**src/rtl/uart_irq_pkg.sv**
```systemverilog
package uart_irq_pkg;

   localparam int NSRC    = 4;
   localparam int SRC_RX  = 0;
   localparam int SRC_ERR = 1;
   localparam int SRC_TX  = 2;
   localparam int SRC_MDM = 3;

   localparam int TRIG_W  = 3;

   // FIFO control field positions
   localparam int FC_EN     = 0;
   localparam int FC_RXT_LO = 4;
   localparam int FC_TXT_LO = 8;

   typedef enum logic [2:0] {
      SEL_FCTL = 3'd0,
      SEL_SRC  = 3'd1,
      SEL_PEND = 3'd2,
      SEL_MASK = 3'd3,
      SEL_TXD  = 3'd4
   } reg_sel_e;

   // log2 of the per-channel trigger multiplier, -1 when the channel has none
   function automatic int chan_shift(input int ch);
      case (ch)
         0:       return 5;
         1, 4:    return 3;
         2, 3:    return 1;
         default: return -1;
      endcase
   endfunction

endpackage

```
**src/rtl/uart_irq_regs.sv**
```systemverilog
module uart_irq_regs
   import uart_irq_pkg::*;
#(
   parameter int DATA_W = 32
) (
   input  logic                clk,
   input  logic                rst_n,
   input  logic                bus_wr,
   input  logic                bus_rd,
   input  logic [2:0]          bus_addr,
   input  logic [DATA_W-1:0]   bus_wdata,
   output logic [DATA_W-1:0]   bus_rdata,
   input  logic [NSRC-1:0]     src,
   input  logic [NSRC-1:0]     pend,
   output logic                wr_src,
   output logic                wr_pend,
   output logic                wr_mask,
   output logic                wr_txd,
   output logic [NSRC-1:0]     wval,
   output logic [NSRC-1:0]     mask_next,
   output logic [NSRC-1:0]     mask,
   output logic                fifo_en,
   output logic [TRIG_W-1:0]   tx_trig
);

   logic [TRIG_W-1:0] rx_trig;
   logic [DATA_W-1:0] rd_mux;
   reg_sel_e          sel;

   assign sel     = reg_sel_e'(bus_addr);
   assign wr_src  = bus_wr && (sel == SEL_SRC);
   assign wr_pend = bus_wr && (sel == SEL_PEND);
   assign wr_mask = bus_wr && (sel == SEL_MASK);
   assign wr_txd  = bus_wr && (sel == SEL_TXD);
   assign wval    = bus_wdata[NSRC-1:0];

   assign mask_next = wr_mask ? wval : mask;

   always_ff @(posedge clk or negedge rst_n) begin
      if (!rst_n) begin
         mask    <= '0;
         fifo_en <= 1'b0;
         tx_trig <= '0;
         rx_trig <= '0;
      end else begin
         mask <= mask_next;
         if (bus_wr && (sel == SEL_FCTL)) begin
            fifo_en <= bus_wdata[FC_EN];
            tx_trig <= bus_wdata[FC_TXT_LO +: TRIG_W];
            rx_trig <= bus_wdata[FC_RXT_LO +: TRIG_W];
         end
      end
   end

   always_comb begin
      rd_mux = '0;
      case (sel)
         SEL_FCTL: begin
            rd_mux[FC_EN]               = fifo_en;
            rd_mux[FC_TXT_LO +: TRIG_W] = tx_trig;
            rd_mux[FC_RXT_LO +: TRIG_W] = rx_trig;
         end
         SEL_SRC:  rd_mux[NSRC-1:0] = src;
         SEL_PEND: rd_mux[NSRC-1:0] = pend;
         SEL_MASK: rd_mux[NSRC-1:0] = mask;
         default:  rd_mux = '0;
      endcase
   end

   always_ff @(posedge clk or negedge rst_n) begin
      if (!rst_n)      bus_rdata <= '0;
      else if (bus_rd) bus_rdata <= rd_mux;
   end

   // a FIFO control write is not a mask write
   p_fctl_keeps_mask_r11: assert property (@(posedge clk) disable iff (!rst_n)
      (bus_wr && sel == SEL_FCTL) |=> $stable(mask));

endmodule

```
**src/rtl/uart_irq_txlvl.sv**
```systemverilog
module uart_irq_txlvl
   import uart_irq_pkg::*;
#(
   parameter int CHANNEL = 0,
   parameter int CNT_W   = 8
) (
   input  logic [TRIG_W-1:0] tx_trig,
   input  logic [CNT_W-1:0]  tx_count,
   input  logic              fifo_en,
   output logic              lvl_hit
);

   localparam int SHIFT  = chan_shift(CHANNEL);
   localparam int LVL_W  = TRIG_W + ((SHIFT > 0) ? SHIFT : 0);
   localparam int CMP_W  = ((CNT_W > LVL_W) ? CNT_W : LVL_W) + 1;

   logic [CMP_W-1:0] level;
   logic [CMP_W-1:0] cnt_ext;

   generate
      if (SHIFT >= 0) begin : g_scaled
         assign level = CMP_W'(tx_trig) << SHIFT;
      end else begin : g_none
         assign level = '0;
      end
   endgenerate

   assign cnt_ext = CMP_W'(tx_count);
   assign lvl_hit = fifo_en && (cnt_ext <= level);

endmodule

```
**src/rtl/uart_irq_core.sv**
```systemverilog
module uart_irq_core
   import uart_irq_pkg::*;
(
   input  logic            clk,
   input  logic            rst_n,
   input  logic [NSRC-1:0] set,
   input  logic [NSRC-1:0] clr,
   input  logic            upd,
   input  logic [NSRC-1:0] mask_next,
   input  logic [NSRC-1:0] mask,
   output logic [NSRC-1:0] src,
   output logic [NSRC-1:0] pend
);

   logic [NSRC-1:0] src_next;

   // set wins over clear on the same bit
   assign src_next = (src & ~clr) | set;

   always_ff @(posedge clk or negedge rst_n) begin
      if (!rst_n) begin
         src  <= '0;
         pend <= '0;
      end else begin
         src <= src_next;
         if (upd) pend <= src_next & ~mask_next;
      end
   end

   p_pend_recalc_r3: assert property (@(posedge clk) disable iff (!rst_n)
      upd |=> (pend == (src & ~mask)));

   p_pend_w1c_r5: assert property (@(posedge clk) disable iff (!rst_n)
      (upd && |clr) |=> ((pend & $past(clr & ~set)) == '0));

   p_src_only_hold_r6: assert property (@(posedge clk) disable iff (!rst_n)
      !upd |=> $stable(pend));

   p_set_wins_r10: assert property (@(posedge clk) disable iff (!rst_n)
      (|set) |=> ((src & $past(set)) == $past(set)));

endmodule

```
**src/rtl/uart_irq_ctrl.sv**
```systemverilog
module uart_irq_ctrl
   import uart_irq_pkg::*;
#(
   parameter int CHANNEL = 0,
   parameter int DATA_W  = 32,
   parameter int TXCNT_W = 8
) (
   input  logic               clk,
   input  logic               rst_n,
   input  logic               bus_wr,
   input  logic               bus_rd,
   input  logic [2:0]         bus_addr,
   input  logic [DATA_W-1:0]  bus_wdata,
   output logic [DATA_W-1:0]  bus_rdata,
   input  logic               rx_set,
   input  logic               err_set,
   input  logic               modem_set,
   input  logic [TXCNT_W-1:0] tx_count,
   output logic               irq
);

   generate
      if (DATA_W < FC_TXT_LO + TRIG_W) begin : g_bad_dw
         $error("DATA_W too narrow for FIFO control");
      end
      if (TXCNT_W < 1) begin : g_bad_cw
         $error("TXCNT_W must be positive");
      end
      if (CHANNEL < 0) begin : g_bad_ch
         $error("CHANNEL must be non-negative");
      end
   endgenerate

   logic                wr_src, wr_pend, wr_mask, wr_txd;
   logic [NSRC-1:0]     wval, mask, mask_next, src, pend, set, clr;
   logic                fifo_en, lvl_hit, upd, any_pulse;
   logic [TRIG_W-1:0]   tx_trig;

   uart_irq_regs #(.DATA_W(DATA_W)) u_regs (
      .clk(clk), .rst_n(rst_n),
      .bus_wr(bus_wr), .bus_rd(bus_rd), .bus_addr(bus_addr),
      .bus_wdata(bus_wdata), .bus_rdata(bus_rdata),
      .src(src), .pend(pend),
      .wr_src(wr_src), .wr_pend(wr_pend), .wr_mask(wr_mask), .wr_txd(wr_txd),
      .wval(wval), .mask_next(mask_next), .mask(mask),
      .fifo_en(fifo_en), .tx_trig(tx_trig)
   );

   uart_irq_txlvl #(.CHANNEL(CHANNEL), .CNT_W(TXCNT_W)) u_txlvl (
      .tx_trig(tx_trig), .tx_count(tx_count),
      .fifo_en(fifo_en), .lvl_hit(lvl_hit)
   );

   assign any_pulse = rx_set | err_set | modem_set;
   assign upd       = any_pulse | wr_txd | wr_pend | wr_mask;

   always_comb begin
      set          = '0;
      set[SRC_RX]  = rx_set;
      set[SRC_ERR] = err_set;
      set[SRC_MDM] = modem_set;
      set[SRC_TX]  = wr_txd | (upd & lvl_hit);
   end

   assign clr = (wr_src | wr_pend) ? wval : '0;

   uart_irq_core u_core (
      .clk(clk), .rst_n(rst_n),
      .set(set), .clr(clr), .upd(upd),
      .mask_next(mask_next), .mask(mask),
      .src(src), .pend(pend)
   );

   assign irq = |pend;

   p_masked_quiet_r4: assert property (@(posedge clk) disable iff (!rst_n)
      ((pend & mask) == '0));

   p_txd_sets_tx_r7: assert property (@(posedge clk) disable iff (!rst_n)
      wr_txd |=> src[SRC_TX]);

   p_rx_bit0_r2: assert property (@(posedge clk) disable iff (!rst_n)
      rx_set |=> src[SRC_RX]);

endmodule

```
**config.mk**
```make
export PLATFORM = sky130hd
export DESIGN_NAME = uart_irq_ctrl
export DESIGN_NICKNAME = d
export VERILOG_FILES = /design/src/rtl/uart_irq_pkg.sv /design/src/rtl/uart_irq_regs.sv /design/src/rtl/uart_irq_txlvl.sv /design/src/rtl/uart_irq_core.sv /design/src/rtl/uart_irq_ctrl.sv
export SDC_FILE = /design/constraint.sdc
export NUM_CORES = 1
export LEC_CHECK = 0
export CORE_ASPECT_RATIO = 1.5
export CORE_MARGIN = 3
export CORE_UTILIZATION = 54
export DETAILED_ROUTE_END_ITERATION = 8
export DONT_BUFFER_PORTS = 1
export PLACE_DENSITY = 0.78
export SLEW_MARGIN = 10
export SYNTH_ARGS = -nofsm -noshare
export SYNTH_HDL_FRONTEND = slang
export SYNTH_HIERARCHICAL = 1
export SYNTH_SLANG_ARGS = --single-unit
```
**constraint.sdc**
```tcl
create_clock -name clk -period 2.25 [get_ports clk]
set_input_delay 0 -clock clk [delete_from_list [all_inputs] [get_ports clk]]
set_output_delay 0 -clock clk [all_outputs]
set_load 0.05 [all_outputs]
```
==> summary.md <==
| Metric | Value |
|---|---|
| Outcome | `finished with violations` |
| Failing checks | `negative setup slack` |
| Max Slew Vio Count | `0` |
| Final critical-path required period | `roughly 2300 ps` |
| Initial antenna violation count | `0` |
| GRT Resource Usage Total | `between 20 and 25%` |
| Dpl hpwl | `2420 um` |
| RSZ-0062 raised after global routing | `yes` |
| Maximum root-to-sink buffer count | `2` |
| Crit Path Max Fanout | `2` |
| Reg area | `726 sq um` |
| Yosys top cell area share | `about 43%` |
| CP cell instances | `ha_1 -> or4b_1 -> or4_1 -> a21boi_1 -> nor2_1 -> a21oi_2 -> nor2b_4 -> a221oi_2` |
| Worst slew margin | `~57%` |
| Die H | `~74 um` |
| Filler cell count | `258` |
| Slowest stage cell on the critical path | `or4b_1` |
| Placement row count | `24` |
| Post-Synthesis Cells | `160` |
| Clk slew on worst S/H paths | `~60 ps` |
| Pleak | `about 0.84 nW` |
| Port Buffer Count | `0` |
| Top post-synthesis cells by area | `dfrtp_1 43%, buf_4 12%, mux2_2 9.4%` |
| Synth area leader | `dfrtp_1` |
| CP Capture Type | `flop` |
| Routed length per instance | `around 16 um` |
| Fmax | `443 MHz` |
| Fin. Hold Viols | `0` |
| Fin worst setup slack | `-6.19 ps` |
| HP Class | `in2reg` |
| #FFs+latches synth | `29` |
| CTS buffer count | `5` |
| Yosys warnings | `6` |
| Commonest non-fill, non-tap cell in the layout | `dfrtp_1` |
| RR Startpoint | `u_regs/tx_trig[0]` |
| Share of cells above drive strength 1 | `18.3%` |
| Worst hold endpoint | `u_regs/rx_trig[0]` |
| CTS tree | `done` |
| CTS Root Cell | `clkbuf_8` |
| Worst stage delay on the critical path | `roughly 440 ps` |
| Final Wtd Congestion | `between 0.7 and 0.8` |
| Initial core utilization | `a little under three fifths` |
| CP top delay family | `simple AND/OR/NAND/NOR gates` |
| Vias/cell | `roughly 5` |
| Hold_sp | `bus_addr[0]` |
| Synthesized area per cell | `about 10 sq um` |
| Synth unique cells | `30` |
| I/O Pins | `between 80 and 90` |
| WS Path Type | `reg2reg` |
| Final Util | `between 60% and 70%` |
| VDD IR-drop max | `0.455 mV` |
| Commonest cells after routing, fill and taps aside | `29 x dfrtp_1, 22 x conb_1, 20 x dlygate4sd3_1, 14 x mux2_2` |
| Area occupied by multi-input gates | `764 sq um` |
| DR iter-0 viols | `30` |
| Required @ worst endpoint | `about 2400 ps` |
| CP Launch Type | `flop` |
| Hold_ws | `30.4 ps` |
| Setup TNS | `-6.19 ps` |
| Synthesized cell area | `0.00167 sq mm` |
| Antenna cells | `0` |
| Sink Count | `29` |
| R2R depth | `8` |
| Overflow after GRT | `0` |
| Bufs and invs on worst path | `0` |
| Post-route antenna net violation count | `0` |
| Reg2reg setup slack | `-6 ps` |
| Worst slack, placed | `-45.2 ps` |
| Power per cell area | `approximately 780 mW/mm^2` |
| Via Count | `1124` |
| DIE AREA | `about 0.0038 sq mm` |
| First-pass GRT wire length | `5910 um` |
| Largest net degree at the start of global routing | `30` |
| Insertion delay to the later sink of the worst-skew pair | `between 200 and 300 ps` |
| Worst-margin pin slew | `~640 ps` |
| Final wirelength | `between 3000 and 4000 um` |
| Max-cap violations | `0` |
| Final #Nets | `about 230` |
| Die Width | `between 50 and 60 um` |
| Worst Skew | `2.53 ps` |
| Vias in the first global route | `1282` |
| Min-Delay Path Depth | `2` |
| P&R area growth vs syn | `13.5%` |
| Sequential share of the synthesized area | `a little over two fifths` |
| # H-tree levels | `2` |
| Fin crit share | `100%` |
| Crit path DAT | `around 2400 ps` |
| Core footprint | `slightly below 0.003 sq mm` |
| Final setup fails | `1` |
| RR Endpoint | `u_core/pend[2]` |
| DRC | `0` |
| DRT Pass-1 Iters | `4` |
[power breakdown]
| part | total, mW | switching, mW | internal [mW] | leakage (nW) |
|---|---|---|---|---|
| registers | 0.715 | 0.110 | 0.605 | 0.347 |
| clock network | 0.414 | 0.172 | 0.242 | 0.0443 |
| logic | 0.356 | 0.200 | 0.155 | 0.444 |
| total | 1.48 | 0.482 | 1.00 | 0.835 |
[how the worst max path moves through the flow]
stage	startpoint	endpoint	slack, ps	depth (start not counted)
after floorplan	u_regs/tx_trig[0]	u_core/pend[2]	80	8
after global placement	u_regs/tx_trig[0]	u_core/pend[2]	20	8
after detailed placement	u_regs/tx_trig[0]	u_core/pend[2]	-50	8
after CTS	u_regs/tx_trig[0]	u_core/pend[2]	20	8
after global routing	u_regs/tx_trig[0]	u_core/pend[2]	-140	8
final	u_regs/tx_trig[0]	u_core/pend[2]	-6	8
[state kept, by name, indices dropped and copies added (netlist names)]
| signal | cells |
|---|---|
| u_core/pend | 4 |
| u_core/src | 4 |
| u_regs/bus_rdata | 10 |
| u_regs/fifo_en | 1 |
| u_regs/mask | 4 |
| u_regs/rx_trig | 3 |
| u_regs/tx_trig | 3 |
[metal layers]
layer	share of wire, %	global-route usage [%]	vias up
met1	36	21.6	549
met3	6.2	6.81	8
met4	1.9	10.8	0
li1	-	-	529
met5	0	0	-
met2	55	38.8	38
[synthesized netlist by cell type]
master and instances:
or4b_1 1, nand3_1 1, or4_1 2, o21ai_0 11
nand2_1 11, nor2b_2 1, a221oi_2 4, mux2_2 14
mux4_2 1, inv_1 11, a22oi_1 3, nor2_1 8
a21oi_1 5, nor2b_1 7, nor2b_4 2, nor3b_4 1
ha_1 3, nand3b_1 1, clkbuf_1 1, dfrtp_1 29
buf_6 1, nor4_1 1, nor4b_2 1, conb_1 1
buf_2 2, nor3_1 1, buf_4 26, nand2b_1 8
a21boi_1 1, and2_1 1
[what timing repair did]
item,4_1_cts,5_1_grt
pin swaps,0,0
endpoints found under the setup margin,1,1
buffers inserted,0,0
endpoints found under the hold margin,57,0
resized for setup,1,0
hold buffers,21,0
[kinds of logic after synthesis]
kind of cell	synth area share, %
and+or+nand+nor	17.4
buffers and inverters	15.7
DFF	43.5
AOI/OAI and AO/OA	10.2
muxes	10.8
adders and majority gates	2.25
other	0.225
[worst register-to-register path: cells and delay by family (launching register included)]
family                   cells  cell delay, ps
AND/OR/NAND/NOR              4             970
AO/OA/AOI/OAI                3             560
flip-flops                   1             380
adder cells (fa/ha/maj)      1             260
[metrics by stage]
stage / area (sq um) / power, mW / cells
6_report: 1890 / 1.48 / 219
5_1_grt: 1890 / 1.57 / 219
4_1_cts: 1890 / 1.50 / 219
3_5_place_dp: 1580 / 1.02 / 191
3_3_place_gp: 1580 / 1.01 / 191
2_1_floorplan: 1750 / 1.01 / 181
[final cells by class]
| type | count | share of cell area [%] |
|---|---|---|
| multi-input cells | 111 | 40.4 |
| repair buffers | 22 | 12.0 |
| inverters | 11 | 2.18 |
| flip-flops and latches | 29 | 38.3 |
| well taps | 39 | 2.58 |
| clock buffers | 7 | 4.56 |
No activity file was read; power rests on OpenSTA's default activity.
